**src/rtl/ics_pkg.sv**
```systemverilog
package ics_pkg;

    localparam int            CRC_W    = 16;
    localparam int            BYTE_W   = 8;
    localparam logic [15:0]   CRC_POLY = 16'h1021;
    localparam logic [15:0]   CRC_SEED = 16'hFFFF;

    typedef enum logic [1:0] {
        ST_IDLE   = 2'd0,
        ST_SCAN   = 2'd1,
        ST_DRAIN  = 2'd2,
        ST_REPORT = 2'd3
    } sweep_st_e;

endpackage

```
**src/rtl/ics_crc_engine.sv**
```systemverilog
module ics_crc_engine #(
    parameter int               CRC_W  = 16,
    parameter int               DATA_W = 8,
    parameter logic [CRC_W-1:0] POLY   = 16'h1021,
    parameter logic [CRC_W-1:0] SEED   = 16'hFFFF
) (
    input  logic              clk,
    input  logic              rst_n,
    input  logic              init,
    input  logic              absorb,
    input  logic [DATA_W-1:0] data,
    output logic [CRC_W-1:0]  crc_nxt
);

    typedef struct packed {
        logic [CRC_W-1:0] crc;
    } eng_s;

    eng_s eng_d, eng_q;

    // One whole byte per clock: the shift loop unrolls into XOR logic.
    function automatic logic [CRC_W-1:0] fold_byte(input logic [CRC_W-1:0] c,
                                                   input logic [DATA_W-1:0] b);
        logic [CRC_W-1:0] r;
        r = c;
        for (int i = DATA_W - 1; i >= 0; i--) begin
            if (r[CRC_W-1] ^ b[i])
                r = (r << 1) ^ POLY;
            else
                r = r << 1;
        end
        return r;
    endfunction

    always_comb begin
        eng_d = eng_q;
        if (init)
            eng_d.crc = SEED;
        else if (absorb)
            eng_d.crc = fold_byte(eng_q.crc, data);
        crc_nxt = eng_d.crc;
    end

    always_ff @(posedge clk or negedge rst_n) begin
        if (!rst_n)
            eng_q <= '{crc: SEED};
        else
            eng_q <= eng_d;
    end

    // the CRC stays put whenever no byte arrives.
    a_r8_crc_hold: assert property (@(posedge clk) disable iff (!rst_n)
        (!init && !absorb) |=> $stable(eng_q.crc));

    // every sweep starts from the seed.
    a_r3_seed_load: assert property (@(posedge clk) disable iff (!rst_n)
        init |=> (eng_q.crc == SEED));

endmodule

```
**src/rtl/ics_sweep_seq.sv**
```systemverilog
module ics_sweep_seq
    import ics_pkg::*;
#(
    parameter int ADDR_W = 16
) (
    input  logic              clk,
    input  logic              rst_n,
    input  logic              start,
    input  logic              cont_mode,
    input  logic              cpu_fetch_req,
    output logic              steal,
    output logic [ADDR_W-1:0] scan_addr,
    output logic              absorb,
    output logic              crc_init,
    output logic              final_cmp,
    output logic              clr_verdict,
    output logic              busy,
    output logic              done
);

    localparam logic [ADDR_W-1:0] ADDR_LAST = {ADDR_W{1'b1}};

    typedef struct packed {
        sweep_st_e         state;
        logic [ADDR_W-1:0] addr;
        logic              tag;
    } seq_s;

    seq_s seq_d, seq_q;
    logic start_ok;
    logic auto_go;
    logic begin_sweep;

    always_comb begin
        start_ok    = start && (seq_q.state == ST_IDLE || seq_q.state == ST_REPORT);
        auto_go     = (seq_q.state == ST_REPORT) && cont_mode;
        begin_sweep = start_ok || auto_go;
        steal       = (seq_q.state == ST_SCAN) && !cpu_fetch_req;

        seq_d     = seq_q;
        seq_d.tag = steal;
        unique case (seq_q.state)
            ST_IDLE: begin
                if (begin_sweep) begin
                    seq_d.state = ST_SCAN;
                    seq_d.addr  = '0;
                end
            end
            ST_SCAN: begin
                if (steal) begin
                    seq_d.addr = seq_q.addr + 1'b1;
                    if (seq_q.addr == ADDR_LAST)
                        seq_d.state = ST_DRAIN;
                end
            end
            ST_DRAIN: begin
                seq_d.state = ST_REPORT;
            end
            ST_REPORT: begin
                if (begin_sweep) begin
                    seq_d.state = ST_SCAN;
                    seq_d.addr  = '0;
                end else begin
                    seq_d.state = ST_IDLE;
                end
            end
            default: seq_d.state = ST_IDLE;
        endcase

        scan_addr   = seq_q.addr;
        absorb      = seq_q.tag;
        crc_init    = begin_sweep;
        final_cmp   = (seq_q.state == ST_DRAIN);
        clr_verdict = start_ok;
        busy        = (seq_q.state == ST_SCAN) || (seq_q.state == ST_DRAIN);
        done        = (seq_q.state == ST_REPORT);
    end

    always_ff @(posedge clk or negedge rst_n) begin
        if (!rst_n)
            seq_q <= '{state: ST_IDLE, addr: '0, tag: 1'b0};
        else
            seq_q <= seq_d;
    end

    // never takes a cycle the core is using.
    a_r2_no_steal_on_fetch: assert property (@(posedge clk) disable iff (!rst_n)
        cpu_fetch_req |-> !steal);

    // data is absorbed only right after the block's own read.
    a_r3_own_data_only: assert property (@(posedge clk) disable iff (!rst_n)
        absorb |-> $past(steal));

    // the scan position is frozen while the core fetches.
    a_r8_addr_hold: assert property (@(posedge clk) disable iff (!rst_n)
        (seq_q.state == ST_SCAN && cpu_fetch_req) |=> $stable(seq_q.addr));

    // completion is a single-cycle pulse.
    a_r5_done_pulse: assert property (@(posedge clk) disable iff (!rst_n)
        done |=> !done);

    // the compare cycle is always followed by the report cycle.
    a_r5_drain_to_report: assert property (@(posedge clk) disable iff (!rst_n)
        final_cmp |=> done);

endmodule

```
**src/rtl/ics_verdict.sv**
```systemverilog
module ics_verdict (
    input  logic clk,
    input  logic rst_n,
    input  logic clr,
    input  logic load,
    input  logic match,
    output logic pass,
    output logic fail
);

    typedef struct packed {
        logic pass;
        logic fail;
    } vrd_s;

    vrd_s vrd_d, vrd_q;

    always_comb begin
        vrd_d = vrd_q;
        if (clr) begin
            vrd_d.pass = 1'b0;
            vrd_d.fail = 1'b0;
        end else if (load) begin
            vrd_d.pass = match;
            vrd_d.fail = !match;
        end
        pass = vrd_q.pass;
        fail = vrd_q.fail;
    end

    always_ff @(posedge clk or negedge rst_n) begin
        if (!rst_n)
            vrd_q <= '{pass: 1'b0, fail: 1'b0};
        else
            vrd_q <= vrd_d;
    end

    // the two flags never both stand.
    a_r4_exclusive: assert property (@(posedge clk) disable iff (!rst_n)
        !(pass && fail));

    // an accepted start wipes the verdict.
    a_r6_clear: assert property (@(posedge clk) disable iff (!rst_n)
        clr |=> (!pass && !fail));

    // without clear or load the verdict is sticky.
    a_r4_sticky: assert property (@(posedge clk) disable iff (!rst_n)
        (!clr && !load) |=> ($stable(pass) && $stable(fail)));

endmodule

```
**src/rtl/idle_crc_scanner.sv**
```systemverilog
module idle_crc_scanner
    import ics_pkg::*;
#(
    parameter int ADDR_W = 16
) (
    input  logic              clk,
    input  logic              rst_n,
    input  logic              start,
    input  logic              cont_mode,
    input  logic [CRC_W-1:0]  expect_crc,
    input  logic              cpu_fetch_req,
    input  logic [ADDR_W-1:0] cpu_addr,
    output logic [ADDR_W-1:0] rom_addr,
    input  logic [BYTE_W-1:0] rom_rdata,
    output logic              busy,
    output logic              done,
    output logic              pass,
    output logic              fail
);

    logic              steal;
    logic [ADDR_W-1:0] scan_addr;
    logic              absorb;
    logic              crc_init;
    logic              final_cmp;
    logic              clr_verdict;
    logic [CRC_W-1:0]  crc_nxt;
    logic              crc_match;

    ics_sweep_seq #(
        .ADDR_W (ADDR_W)
    ) u_seq (
        .clk           (clk),
        .rst_n         (rst_n),
        .start         (start),
        .cont_mode     (cont_mode),
        .cpu_fetch_req (cpu_fetch_req),
        .steal         (steal),
        .scan_addr     (scan_addr),
        .absorb        (absorb),
        .crc_init      (crc_init),
        .final_cmp     (final_cmp),
        .clr_verdict   (clr_verdict),
        .busy          (busy),
        .done          (done)
    );

    ics_crc_engine #(
        .CRC_W  (CRC_W),
        .DATA_W (BYTE_W),
        .POLY   (CRC_POLY),
        .SEED   (CRC_SEED)
    ) u_crc (
        .clk     (clk),
        .rst_n   (rst_n),
        .init    (crc_init),
        .absorb  (absorb),
        .data    (rom_rdata),
        .crc_nxt (crc_nxt)
    );

    always_comb begin
        rom_addr  = steal ? scan_addr : cpu_addr;
        crc_match = (crc_nxt == expect_crc);
    end

    ics_verdict u_verdict (
        .clk   (clk),
        .rst_n (rst_n),
        .clr   (clr_verdict),
        .load  (final_cmp),
        .match (crc_match),
        .pass  (pass),
        .fail  (fail)
    );

    // core fetches always reach the ROM untouched.
    a_r1_passthrough: assert property (@(posedge clk) disable iff (!rst_n)
        cpu_fetch_req |-> (rom_addr == cpu_addr));

    // done and busy never overlap.
    a_r5_done_not_busy: assert property (@(posedge clk) disable iff (!rst_n)
        done |-> !busy);

endmodule

```
**config.mk**
```make
export PLATFORM = sky130hd
export DESIGN_NAME = idle_crc_scanner
export DESIGN_NICKNAME = d
export VERILOG_FILES = /design/src/rtl/ics_pkg.sv /design/src/rtl/ics_crc_engine.sv /design/src/rtl/ics_sweep_seq.sv /design/src/rtl/ics_verdict.sv /design/src/rtl/idle_crc_scanner.sv
export SDC_FILE = /design/constraint.sdc
export NUM_CORES = 1
export LEC_CHECK = 0
export ABC_AREA = 1
export CORE_MARGIN = 2
export CORE_UTILIZATION = 55
export DETAILED_ROUTE_END_ITERATION = 7
export DONT_BUFFER_PORTS = 1
export PLACE_DENSITY = 0.71
export SKIP_CTS_REPAIR_TIMING = 1
export SYNTH_ARGS = -nofsm -noshare
export SYNTH_HDL_FRONTEND = slang
export SYNTH_HIERARCHICAL = 1
export SYNTH_SLANG_ARGS = --single-unit
```
**constraint.sdc**
```tcl
create_clock -name clk -period 2.1 [get_ports clk]
set_input_delay 0.105 -clock clk [delete_from_list [all_inputs] [get_ports clk]]
set_output_delay 0.105 -clock clk [all_outputs]
set_load 0.02 [all_outputs]
```
## After elaboration in Yosys (flattened, before gate mapping)

Index checks and enable logic that the tools add are counted.
Widths: inputs -> output; s select.

| storage, ports and cells | value |
|---|---|
| bits in registers | 37 |
| logic and storage cells | 79 |
| ROM bits | 0 |
| bits in latches | 0 |
| memories kept | 0 |
| bits in writable memories | 0 |
| input port bits | 45 |
| output and inout port bits | 20 |

| operators by class | value |
|---|---|
| bitwise logic cells | 16 |
| add/sub/neg operators | 1 |
| shift operators | 0 |
| $mul | 0 |
| mux-type cells | 34 |
| div/mod/pow operators | 0 |
| equal/unequal tests | 9 |
| reductions and logical operators | 13 |
| order comparisons | 0 |

Operators by type and width:

| operator | count |
|---|---|
| $mux 16 | 18 |
| $mux 13 | 8 |
| $pmux 16 s3 | 1 |
| $mux 18 | 2 |
| $not 3->3 | 8 |
| $add 16x1->16 const B | 1 |
| $eq 16x16->1 | 1 |
| $eq 16x16->1 const B | 1 |
| $pmux 2 s4 | 1 |
| $xor 1x1->1 | 8 |
| $mux 2 | 3 |
| $eq 2x2->1 const B | 2 |
| $ne 2x1->1 const B | 2 |
| $ne 2x2->1 const B | 2 |
| $reduce_and 4->1 | 1 |
| $logic_and 1x1->1 | 3 |
| $logic_or 1x1->1 | 3 |
| $reduce_and 3->1 | 1 |
| $reduce_bool 3->1 | 1 |
| $eq 2x1->1 const B | 1 |
| $logic_not 1->1 | 2 |
| $logic_not 2->1 | 1 |
| $reduce_bool 2->1 | 1 |
| $mux 1 | 1 |

## Depth between registers and ports, before layout

Gate-level depths: netlist of the first run.

| logic depth | value |
|---|---|
| word-level depth | 37 |
| mapped depth | 19 |

## Hierarchy

The synthesis of the first run kept the hierarchy.

By module, submodules not included:

| module | area each (µm²) | times used | seq. area each (µm²) | cells each |
|---|---|---|---|---|
| ics_sweep_seq | 1443.9 | 1 | 475.5 | 194 |
| ics_crc_engine | 1101.1 | 1 | 420.4 | 165 |
| idle_crc_scanner | 495.5 | 1 | 0.0 | 69 |
| ics_verdict | 88.8 | 1 | 50.0 | 11 |

## Least setup slack after synthesis of the first run

Ideal clock, no wire load.

| timing path | value |
|---|---|
| path kind | flip-flop to flip-flop |
| start | register u_seq/seq_q[17] in the netlist's numbering |
| end | register u_verdict.vrd_q, in the netlist u_verdict/fail |
| required time | 1.982 ns |
| buffers on the path | 2 |
| cell stages (with the launch flop) | 20 |
| slack | -0.163 ns |
| arrival time | 2.146 ns |
| period minus slack after synthesis | 2.263 ns |
| path through | dfrtp_1 inv_1 ha_1 inv_2 nand2_2 nand2_1 clkbuf_2 buf_2 a21oi_1 nand2_1 inv_1 nand2_1 nand2_1 nand2_1 nor2_1 nand2_1 nor2_1 inv_1 nand3_1 nand2_1 |

| on the way | value |
|---|---|
| word-level cells in the longest chain between the ends | 9 |

Ends and longest elaborated chain:

| element | line | source |
|---|---|---|
| start, declared | ics_sweep_seq.sv:29 | `seq_s seq_d, seq_q;` |
| start signal, assigned | ics_sweep_seq.sv:81 | `seq_q <= '{state: ST_IDLE, addr: '0, tag: 1'b0};` |
| start signal, assigned | ics_sweep_seq.sv:83 | `seq_q <= seq_d;` |
| $eq 2x2->1 or $logic_not 2->1 (tied branches) | ics_sweep_seq.sv:35, ics_sweep_seq.sv:36 |  |
| $logic_or 1x1->1 | ics_sweep_seq.sv:35 | `start_ok = start && (seq_q.state == ST_IDLE \|\| seq_q.state == ST_REPORT);` |
| $logic_and 1x1->1 | ics_sweep_seq.sv:35 |  |
| $logic_or 1x1->1 * | ics_sweep_seq.sv:37 | `begin_sweep = start_ok \|\| auto_go;` |
| named net crc_init | idle_crc_scanner.sv:24 | `logic crc_init;` |
| $mux 16 * | ics_crc_engine.sv:37 | `if (init)` |
| named net crc_nxt[14] | idle_crc_scanner.sv:27 | `logic [CRC_W-1:0] crc_nxt;` |
| $eq 16x16->1 * | idle_crc_scanner.sv:64 | `crc_match = (crc_nxt == expect_crc);` |
| named net crc_match | idle_crc_scanner.sv:28 | `logic crc_match;` |
| $logic_not 1->1 * | ics_verdict.sv:25 | `vrd_d.fail = !match;` |
| $mux 2 * | ics_verdict.sv:23 | `end else if (load) begin` |
| $mux 2 * | ics_verdict.sv:20 | `if (clr) begin` |
| end signal, assigned | ics_verdict.sv:33 | `vrd_q <= '{pass: 1'b0, fail: 1'b0};` |
| end signal, assigned | ics_verdict.sv:35 | `vrd_q <= vrd_d;` |
| end, declared | ics_verdict.sv:16 | `vrd_s vrd_d, vrd_q;` |

The timed path passes the listed nets; every way through them passes the cells marked *. The select of a mux whose other input is x is not followed.
A chain may end at the register's enable or synchronous reset.

## Worst setup path after layout of the first run

| timing path | value |
|---|---|
| start | register u_seq/seq_q[18] in the netlist's numbering |
| end | register u_verdict.vrd_q, in the netlist u_verdict/fail |

The elaborated chain is that of the path after synthesis.

==> results of run 1 <==
-- final cells by class --
cell class,instances,share of cell area [%]
Clock buffer,7,2.478
Inverter,57,6.142
Multi-Input combinational cell,319,53.05
Sequential cell,37,27.16
Tap cell,72,2.586
Timing Repair Buffer,33,8.585
-- per-layer routing --
layer  share of wire, %  track usage (%)  routed length, µm
met5                  0                0                  0
met1                 40            25.54               2785
met2                 54            44.29               3788
met4                1.2            8.103                 87
met3                4.6            5.090                319
-- worst max-delay path: stages (launching register included) --
cell and delay [ps]:
dfrtp_1 420, inv_2 80, ha_4 260, inv_2 30, nand2_2 80, nand2_4 80
buf_6 150, a21oi_1 130, nand2_1 100, xnor2_1 190, nand2_1 80, nor2_1 100
nand2_1 60, nor2_2 110, inv_1 40, nand3_1 60, nand2_1 50
-- cells by family (layout without fill, tap and decap cells) --
logic type	Yosys count	after routing
AND/OR/NAND/NOR	248	248
buffers and inverters	83	97
AO/OA/AOI/OAI	38	38
flip-flops	37	37
multiplexers	16	16
XOR/XNOR	12	12
adder cells (fa/ha/maj)	5	5
-- worst paths after layout --
check	end	slack (ps)	cells after the start
setup / recovery	u_verdict/fail$_DFFE_PN0P_	-30	16
hold / removal	u_seq/absorb$_DFF_PN0_	20	2
setup reg to reg	u_verdict/fail$_DFFE_PN0P_	-30	16
hold reg to reg	u_crc/eng_q[3]$_DFF_PN1_	590	2
max in group asynchronous	u_crc/eng_q[13]$_DFF_PN1_	1580	2
min in group asynchronous	u_verdict/fail$_DFFE_PN0P_	260	2
-- power by group through the flow --
stage | Combinational, mW | Sequential [mW] | Clock, mW
2_1_floorplan | 2.00 | 1.08 | 0
6_report | 2.78 | 1.12 | 0.524
3_5_place_dp | 2.55 | 1.12 | 0
3_3_place_gp | 2.49 | 1.11 | 0
5_1_grt | 3.07 | 1.15 | 0.566
4_1_cts | 2.55 | 1.11 | 0.539
-- metrics by stage --
stage	TNS, ps	total power, mW	instances
after CTS	-698.3	4.200	518
final	-33.65	4.421	525
after detailed placement	-167.2	3.667	511
after floorplan	-4.409	3.072	439
after global placement	-18.96	3.599	511
after global routing	-377.8	4.777	525
-- flip-flops by register name, summed over array words and instances, names as in the netlist --
| register | flops |
|---|---|
| u_crc/eng_q | 16 |
| u_seq/absorb | 1 |
| u_seq/scan_addr | 16 |
| u_verdict/pass | 1 |
| u_seq/seq_q | 2 |
| u_verdict/fail | 1 |
-- placed cells by master, fill, tap and decap left out, drive strengths merged --
| cell | instances |
|---|---|
| nand2 | 158 |
| inv | 57 |
| nand3 | 47 |
| nor2 | 35 |
| buf | 32 |
| a21oi | 25 |
| dfrtp | 21 |
| dfstp | 16 |
| mux2 | 16 |
| o21ai | 13 |
| xnor2 | 12 |
| nand4 | 8 |
| clkbuf | 7 |
| ha | 5 |
| dlygate4sd3 | 1 |
==> parameters.txt, run 1 <==
Parameter                              Value

Min path
  Worst Hold Launch ... cpu_fetch_req
  Hold/Removal Path Class ... input port to register

Route
  Number of detailed-routing iterations run before antenna repair ... 4
  Vias ... ~2800
  Antenna violation net count after detailed routing ... 0
  Detailed-route DRC error count ... 0
  Vias/cell ... 5.270
  Routed wire length ... approximately 7 mm
  Detailed Route Iter0 Violations ... between 150 and 200
  Per-cell routed wire length ... approximately 13 µm

Synthesis
  Yosys warning total ... 6
  Most used flip-flop cell after synthesis ... dfrtp_1
  Cell taking the most area after synthesis ... dfrtp_1
  Yosys reg bits ... 37
  Mux contribution to synthesized area ... ~7.0%
  Mapped Cells ... roughly 440
  Main area contributors after synthesis ... dfrtp_1, nand2_1, dfstp_2
  Synthesized-area fraction occupied by and/or/nand/nor cells ... a little over a third
  Net Count, Synth ... between 400 and 500
  Area share of the leading cell type in the synthesized netlist ... between 10% and 20%
  Area share of xor/xnor cells in the synthesized design ... under 10%
  Arithmetic-cell share of the synthesized area counting full adders, half adders and majority gates ... between 1.5 and 2%
  Combinational family with the most area after synthesis ... simple AND/OR/NAND/NOR gates
  Asr flop ratio synth ... between 90% and 100%
  Number of distinct library cell variants in the gate-level netlist after synthesis ... 29
  Cell with the most instances after synthesis ... nand2_1
  Commonest cells post-synth ... nand2_1, inv_1, nand3_1, nor2_1, dfrtp_1
  Synthesized area ... 3129 µm²
  Complex-gate fraction of the synthesized area ... roughly 7.0%
  Sequential cell area fraction in the yosys report ... between 30% and 40%
  Synth Area per Inst ... between 7 and 8 µm²
  EDFF count, synth ... 0

Clock tree
  Htree depth ... 2
  CTS sink cnt ... 37
  Worst-skew pair later-pin latency ... 300 ps
  Clock Pin Slew Worst Setup and Hold Paths ... approximately 70 ps
  Clock tree from TritonCTS ... yes
  Buffer depth of the longest clock path ... 2
  Cell at the root of the clock tree ... clkbuf_8
  Num CTS Buffers ... 5

Floorplanning
  # IOs ... 65
  Die span in y ... 79.43 µm
  Starting density of the core ... a little under three fifths
  Placeable Area ... between 5000 and 6000 µm²
  Width of the die ... between 70 and 80 µm
  Die area ... ~6300 µm²
  Row count ... 27

Critical path
  Max Fanout on Critical Path ... 7
  Element type at the critical path end ... register
  Type of the setup path with the least slack ... register to register
  Setup crit start ... u_seq/seq_q[18]$_DFFE_PN0P_
  Crit path arrival time ... about 2300 ps
  Origin of the critical flop-to-flop path ... u_seq/seq_q[18]$_DFFE_PN0P_
  Required arrival time at the worst endpoint ... approximately 2300 ps
  Element type at the critical path start ... register

Final layout
  Antenna cells ... 0
  Multi-input gate area in the final layout ... approximately 1800 µm²
  Net count reported at finish ... about 500
  Fraction of final layout cells with drive strength greater than 1 ... between 30% and 40%
  Summed area of non-filler cells in the final layout ... about 3500 µm²
  Layout Utilization ... between 60% and 70%
  Flip-flop and latch area ... 945.9 µm²
  Area overhead of the layout relative to synthesis ... 11.32%
  Layout filler cell count ... slightly above 500

STA
  Final min period ... 2134 ps
  Count of final setup violators ... 1
  Timing-limited maximum frequency ... between 400 and 500 MHz
  Worst setup margin ... -33.65 ps
  Ratio of final minimum period to clock period ... 101.6%
  Worst Tran Pin Value ... ~390 ps
  Worst hold margin ... between 20 and 25 ps
  Clock tree skew after final layout ... between 4 and 5 ps
  RSZ-0062 raised after global routing ... yes
  Hold Fails Final Rpt ... 0
  Final Slew Violations ... 0
  Headroom to the max-slew limit ... around three quarters

Global route
  Overall Global Routing Usage ... a little under a quarter
  Number of global-route vias before repair ... 2636
  Congestion Overflow GR ... 0
  Antenna violations before repair ... 0
  Global-route wire length before repair ... ~11 mm
  Maximum number of pins on one net before global-route repair ... 38

Place
  Detailed placement HPWL ... 5.343 mm
  Buffers on Ports ... 0
  Global placement routability congestion ... between 0.8 and 0.9
  Pre-CTS WS ... -107.0 ps
  Placed cell area ... approximately 3200 µm²

Status
  Violations in the final reports ... setup timing
  Run status ... finished, violations left

Power
  Leakage power figure ... between 1.5 and 2 nW
  Cell internal pwr ... roughly 2.4 mW
  Part of the power in the clock network ... a little under an eighth
  Part of the power in combinational logic ... a little over three fifths
  Pwr/cell area ... between 1000 and 1500 nW/µm²
  Worst IR Drop VDD ... between 700 and 800 µV
  Sw power ... 2.027 mW
  Switch share ... between 40 and 50%
  Sequential group share of total power ... between 20% and 30%

Job
  Number of maximum-capacitance violations ... 0
No activity file was read; power rests on OpenSTA's default activity.
==> run 2: changes to the inputs <==
--- a/config.mk
+++ b/config.mk
@@ -5,8 +5,7 @@
 export SDC_FILE = /design/constraint.sdc
 export NUM_CORES = 1
 export LEC_CHECK = 0
-export ABC_AREA = 1
-export CORE_MARGIN = 2
+export CORE_MARGIN = 5
 export CORE_UTILIZATION = 55
 export DETAILED_ROUTE_END_ITERATION = 7
 export DONT_BUFFER_PORTS = 1
==> run 2 against run 1 <==
Net effect: the run still ends with setup timing left; highest routed layer unchanged; cell area is 2.0% lower; largest power group unchanged; routed wire length shrank 0.87%; synthesized cell count fell by 40%.
==> parameters.txt, run 2 <==
Parameter                              Value

Route
  Routed wire length ... 6.920 mm (-0.87%)
  Vias ... 2102 (-24%)
  Detailed-route DRC error count ... 0 (unchanged)
  Vias/cell ... 5.712 (+8.4%)
  Detailed Route Iter0 Violations ... 130 (-21%)
  Per-cell routed wire length ... 18.80 µm (+41%)
  Number of detailed-routing iterations run before antenna repair ... 4 (unchanged)
  Antenna violation net count after detailed routing ... 0 (unchanged)

Synthesis
  Synth Area per Inst ... 10.49 µm² (+47%)
  Cell taking the most area after synthesis ... dfrtp_1
  Cell with the most instances after synthesis ... xnor2_1
  Sequential cell area fraction in the yosys report ... 34.29% (+4.1 points)
  Most used flip-flop cell after synthesis ... dfrtp_1
  Yosys warning total ... 6 (unchanged)
  Net Count, Synth ... 313 (-36%)
  Commonest cells post-synth ... xnor2_1, dfrtp_1
  Main area contributors after synthesis ... dfrtp_1, dfstp_2, xnor2_1
  Area share of the leading cell type in the synthesized netlist ... 19.05% (+2.3 points)
  Asr flop ratio synth ... 100.0% (unchanged)
  EDFF count, synth ... 0 (unchanged)
  Synthesized area ... 2759 µm² (-12%)
  Mapped Cells ... 263 (-40%)
  Yosys reg bits ... 37 (unchanged)
  Number of distinct library cell variants in the gate-level netlist after synthesis ... 48 (+66%)

Critical path
  Element type at the critical path start ... register
  Max Fanout on Critical Path ... 7 (unchanged)
  Element type at the critical path end ... register
  Type of the setup path with the least slack ... register to register
  Endpoint of the worst-slack reg-to-reg timing path ... u_verdict/fail$_DFFE_PN0P_
  Crit path arrival time ... 2590 ps (+270 ps)
  Origin of the critical flop-to-flop path ... u_seq/seq_q[18]$_DFFE_PN0P_
  R2R Setup Slk ... -310 ps (-280 ps)
  Required arrival time at the worst endpoint ... 2280 ps (about the same)
  Depth of the worst register-to-register path ... 12 (-4)

Final layout
  Leading cell type in the layout, fill and taps excluded ... buf_4
  Final instance count without filler cells ... 368 (-30%)
  Layout filler cell count ... 354 (-31%)
  Antenna cells ... 0 (unchanged)
  Layout Utilization ... 71.29% (+8.0 points)
  Most frequent cells in the layout ... buf_4, xnor2_1, dfrtp_1, mux2_4, dfstp_2
  Fraction of final layout cells with drive strength greater than 1 ... 41.86% (+11 points)
  Net count reported at finish ... 350 (-30%)
  Summed area of non-filler cells in the final layout ... 3412 µm² (-2.0%)
  Area overhead of the layout relative to synthesis ... 23.67%

Min path
  Worst Hold Launch ... cpu_fetch_req
  Hold/Removal Path Class ... input port to register
  Hold Path Sink ... u_seq/scan_addr[7]$_DFFE_PN0P_
  Hold path depth ... 2 (unchanged)

Status
  Run status ... finished, violations left
  Violations in the final reports ... setup timing

STA
  Worst setup margin ... -311.2 ps (-277.6 ps)
  Hold Fails Final Rpt ... 0 (unchanged)
  Worst Tran Pin Value ... 443.7 ps (+48.86 ps)
  Count of final setup violators ... 18 (+17)
  Final Slew Violations ... 0 (unchanged)
  Timing-limited maximum frequency ... 414.7 MHz (-12%)
  Sum Neg Setup Slack ... -904.8 ps (-871.1 ps)
  Clock tree skew after final layout ... 8.311 ps (+4.180 ps)
  Ratio of final minimum period to clock period ... 114.8% (+13 points)
  Worst hold margin ... 28.88 ps (+6.585 ps)
  RSZ-0062 raised after global routing ... yes
  Final min period ... 2411 ps (+277.6 ps)
  Headroom to the max-slew limit ... 70.21% (-3.4 points)

Floorplanning
  Placeable Area ... 4786 µm² (-13%)
  Width of the die ... 80.83 µm (+1.8%)
  # IOs ... 65 (unchanged)
  Die span in y ... 80.83 µm (+1.8%)
  Row count ... 25 (-7.4%)
  Die area ... 6533 µm² (+3.5%)
  Starting density of the core ... 57.65% (+0.82 points)

Power
  Power consumption ... 4.895 mW (+11%)
  Part of the power in the clock network ... 13.5% (+1.6 points)
  Switch share ... 38.44% (-7.4 points)
  Leakage power figure ... 1.480 nW (-15%)
  Worst IR Drop VDD ... 882.8 µV (+22%)
  Part of the power in combinational logic ... 63.7% (+0.9 points)
  Pwr/cell area ... 1435 nW/µm² (+13%)
  Sw power ... 1.882 mW (-7.2%)
  Cell internal pwr ... 3.014 mW (+26%)
  Sequential group share of total power ... 22.8% (-2.5 points)

Place
  Detailed placement HPWL ... 4.818 mm (-9.8%)
  Placed cell area ... 3042 µm² (-6.1%)
  Global placement routability congestion ... 0.8311 (-3.5%)
  Buffers on Ports ... 0 (unchanged)
  Pre-CTS WS ... -386.5 ps (-279.5 ps)
  DP Cell Count ... 350 (-32%)

Global route
  Global-route wire length before repair ... 10.24 mm (-10%)
  Overall Global Routing Usage ... 20.89% (-2.6 points)
  Congestion Overflow GR ... 0 (unchanged)
  Number of global-route vias before repair ... 1986 (-25%)
  Maximum number of pins on one net before global-route repair ... 38 (unchanged)
  Antenna violations before repair ... 0 (unchanged)

Clock tree
  Worst-skew pair later-pin latency ... 290 ps (about the same)
  Clock Pin Slew Worst Setup and Hold Paths ... 80 ps (about the same)
  CTS sink cnt ... 37 (unchanged)
  Cell at the root of the clock tree ... clkbuf_8
  Clock tree from TritonCTS ... yes
  Buffer depth of the longest clock path ... 2 (unchanged)
  Num CTS Buffers ... 5 (unchanged)
  Htree depth ... 2 (unchanged)

Job
  Number of maximum-capacitance violations ... 0 (unchanged)
run 2: worst max-delay path by stage:
stage | cells past startpoint | slack, ps | start | end
after global placement | 12 | -310 | u_seq/seq_q[18]$_DFFE_PN0P_ | u_verdict/fail$_DFFE_PN0P_
after floorplan | 13 | -270 | u_seq/seq_q[17]$_DFFE_PN0P_ | u_verdict/fail$_DFFE_PN0P_
after CTS | 12 | -390 | u_seq/seq_q[18]$_DFFE_PN0P_ | u_verdict/pass$_DFFE_PN0P_
after detailed placement | 12 | -390 | u_seq/seq_q[18]$_DFFE_PN0P_ | u_verdict/pass$_DFFE_PN0P_
after global routing | 13 | -470 | u_seq/seq_q[18]$_DFFE_PN0P_ | u_verdict/pass$_DFFE_PN0P_
final | 12 | -310 | u_seq/seq_q[18]$_DFFE_PN0P_ | u_verdict/fail$_DFFE_PN0P_
run 2: metal layers:
metal	share of wire, %	global-route usage (%)	up-vias
met5	0	0	-
met4	1.8	6.926	0
met3	7.4	5.322	14
met2	46	30.30	77
met1	45	30.34	1018
li1	-	-	993
run 2: kinds of logic (layout without fill, tap and decap cells):
kind of cell / after synthesis / after routing / share of synthesized area (%)
xor+xnor: 47 / 47 / 21.00
compound gates: 52 / 52 / 11.93
buf+inv: 32 / 70 / 7.392
fa+ha+maj: 5 / 5 / 2.268
simple gates: 71 / 71 / 14.10
flops: 37 / 37 / 34.29
mux: 19 / 19 / 9.025
run 2: worst max-delay path: stages (launching register included):
cell and delay, ps:
dfrtp_1 410, buf_4 150, ha_1 200, a21oi_2 160, inv_2 110, buf_6 150
a21oi_2 90, o21ai_1 110, xnor2_1 240, nand4_1 160, nor4_2 330, or2b_1 150
a21oi_2 40
run 2: power groups by stage:
stage	registers [mW]	clock network (mW)	logic, mW
floorplan	1.10	0	1.89
global placement	1.12	0	2.65
detailed placement	1.12	0	2.70
CTS	1.11	0.670	2.71
global route	1.14	0.705	3.34
finish	1.12	0.659	3.12
run 2: cell type report:
class | instances | area (µm²) | share of cell area [%]
timing repair buffer | 55 | 475.5 | 13.93
multi-input combinational | 194 | 1757 | 51.49
clock buffer | 6 | 82.58 | 2.420
inverter | 7 | 30.03 | 0.8801
sequential | 37 | 945.9 | 27.72
tap | 67 | 83.83 | 2.457
clock inverter | 2 | 37.54 | 1.100
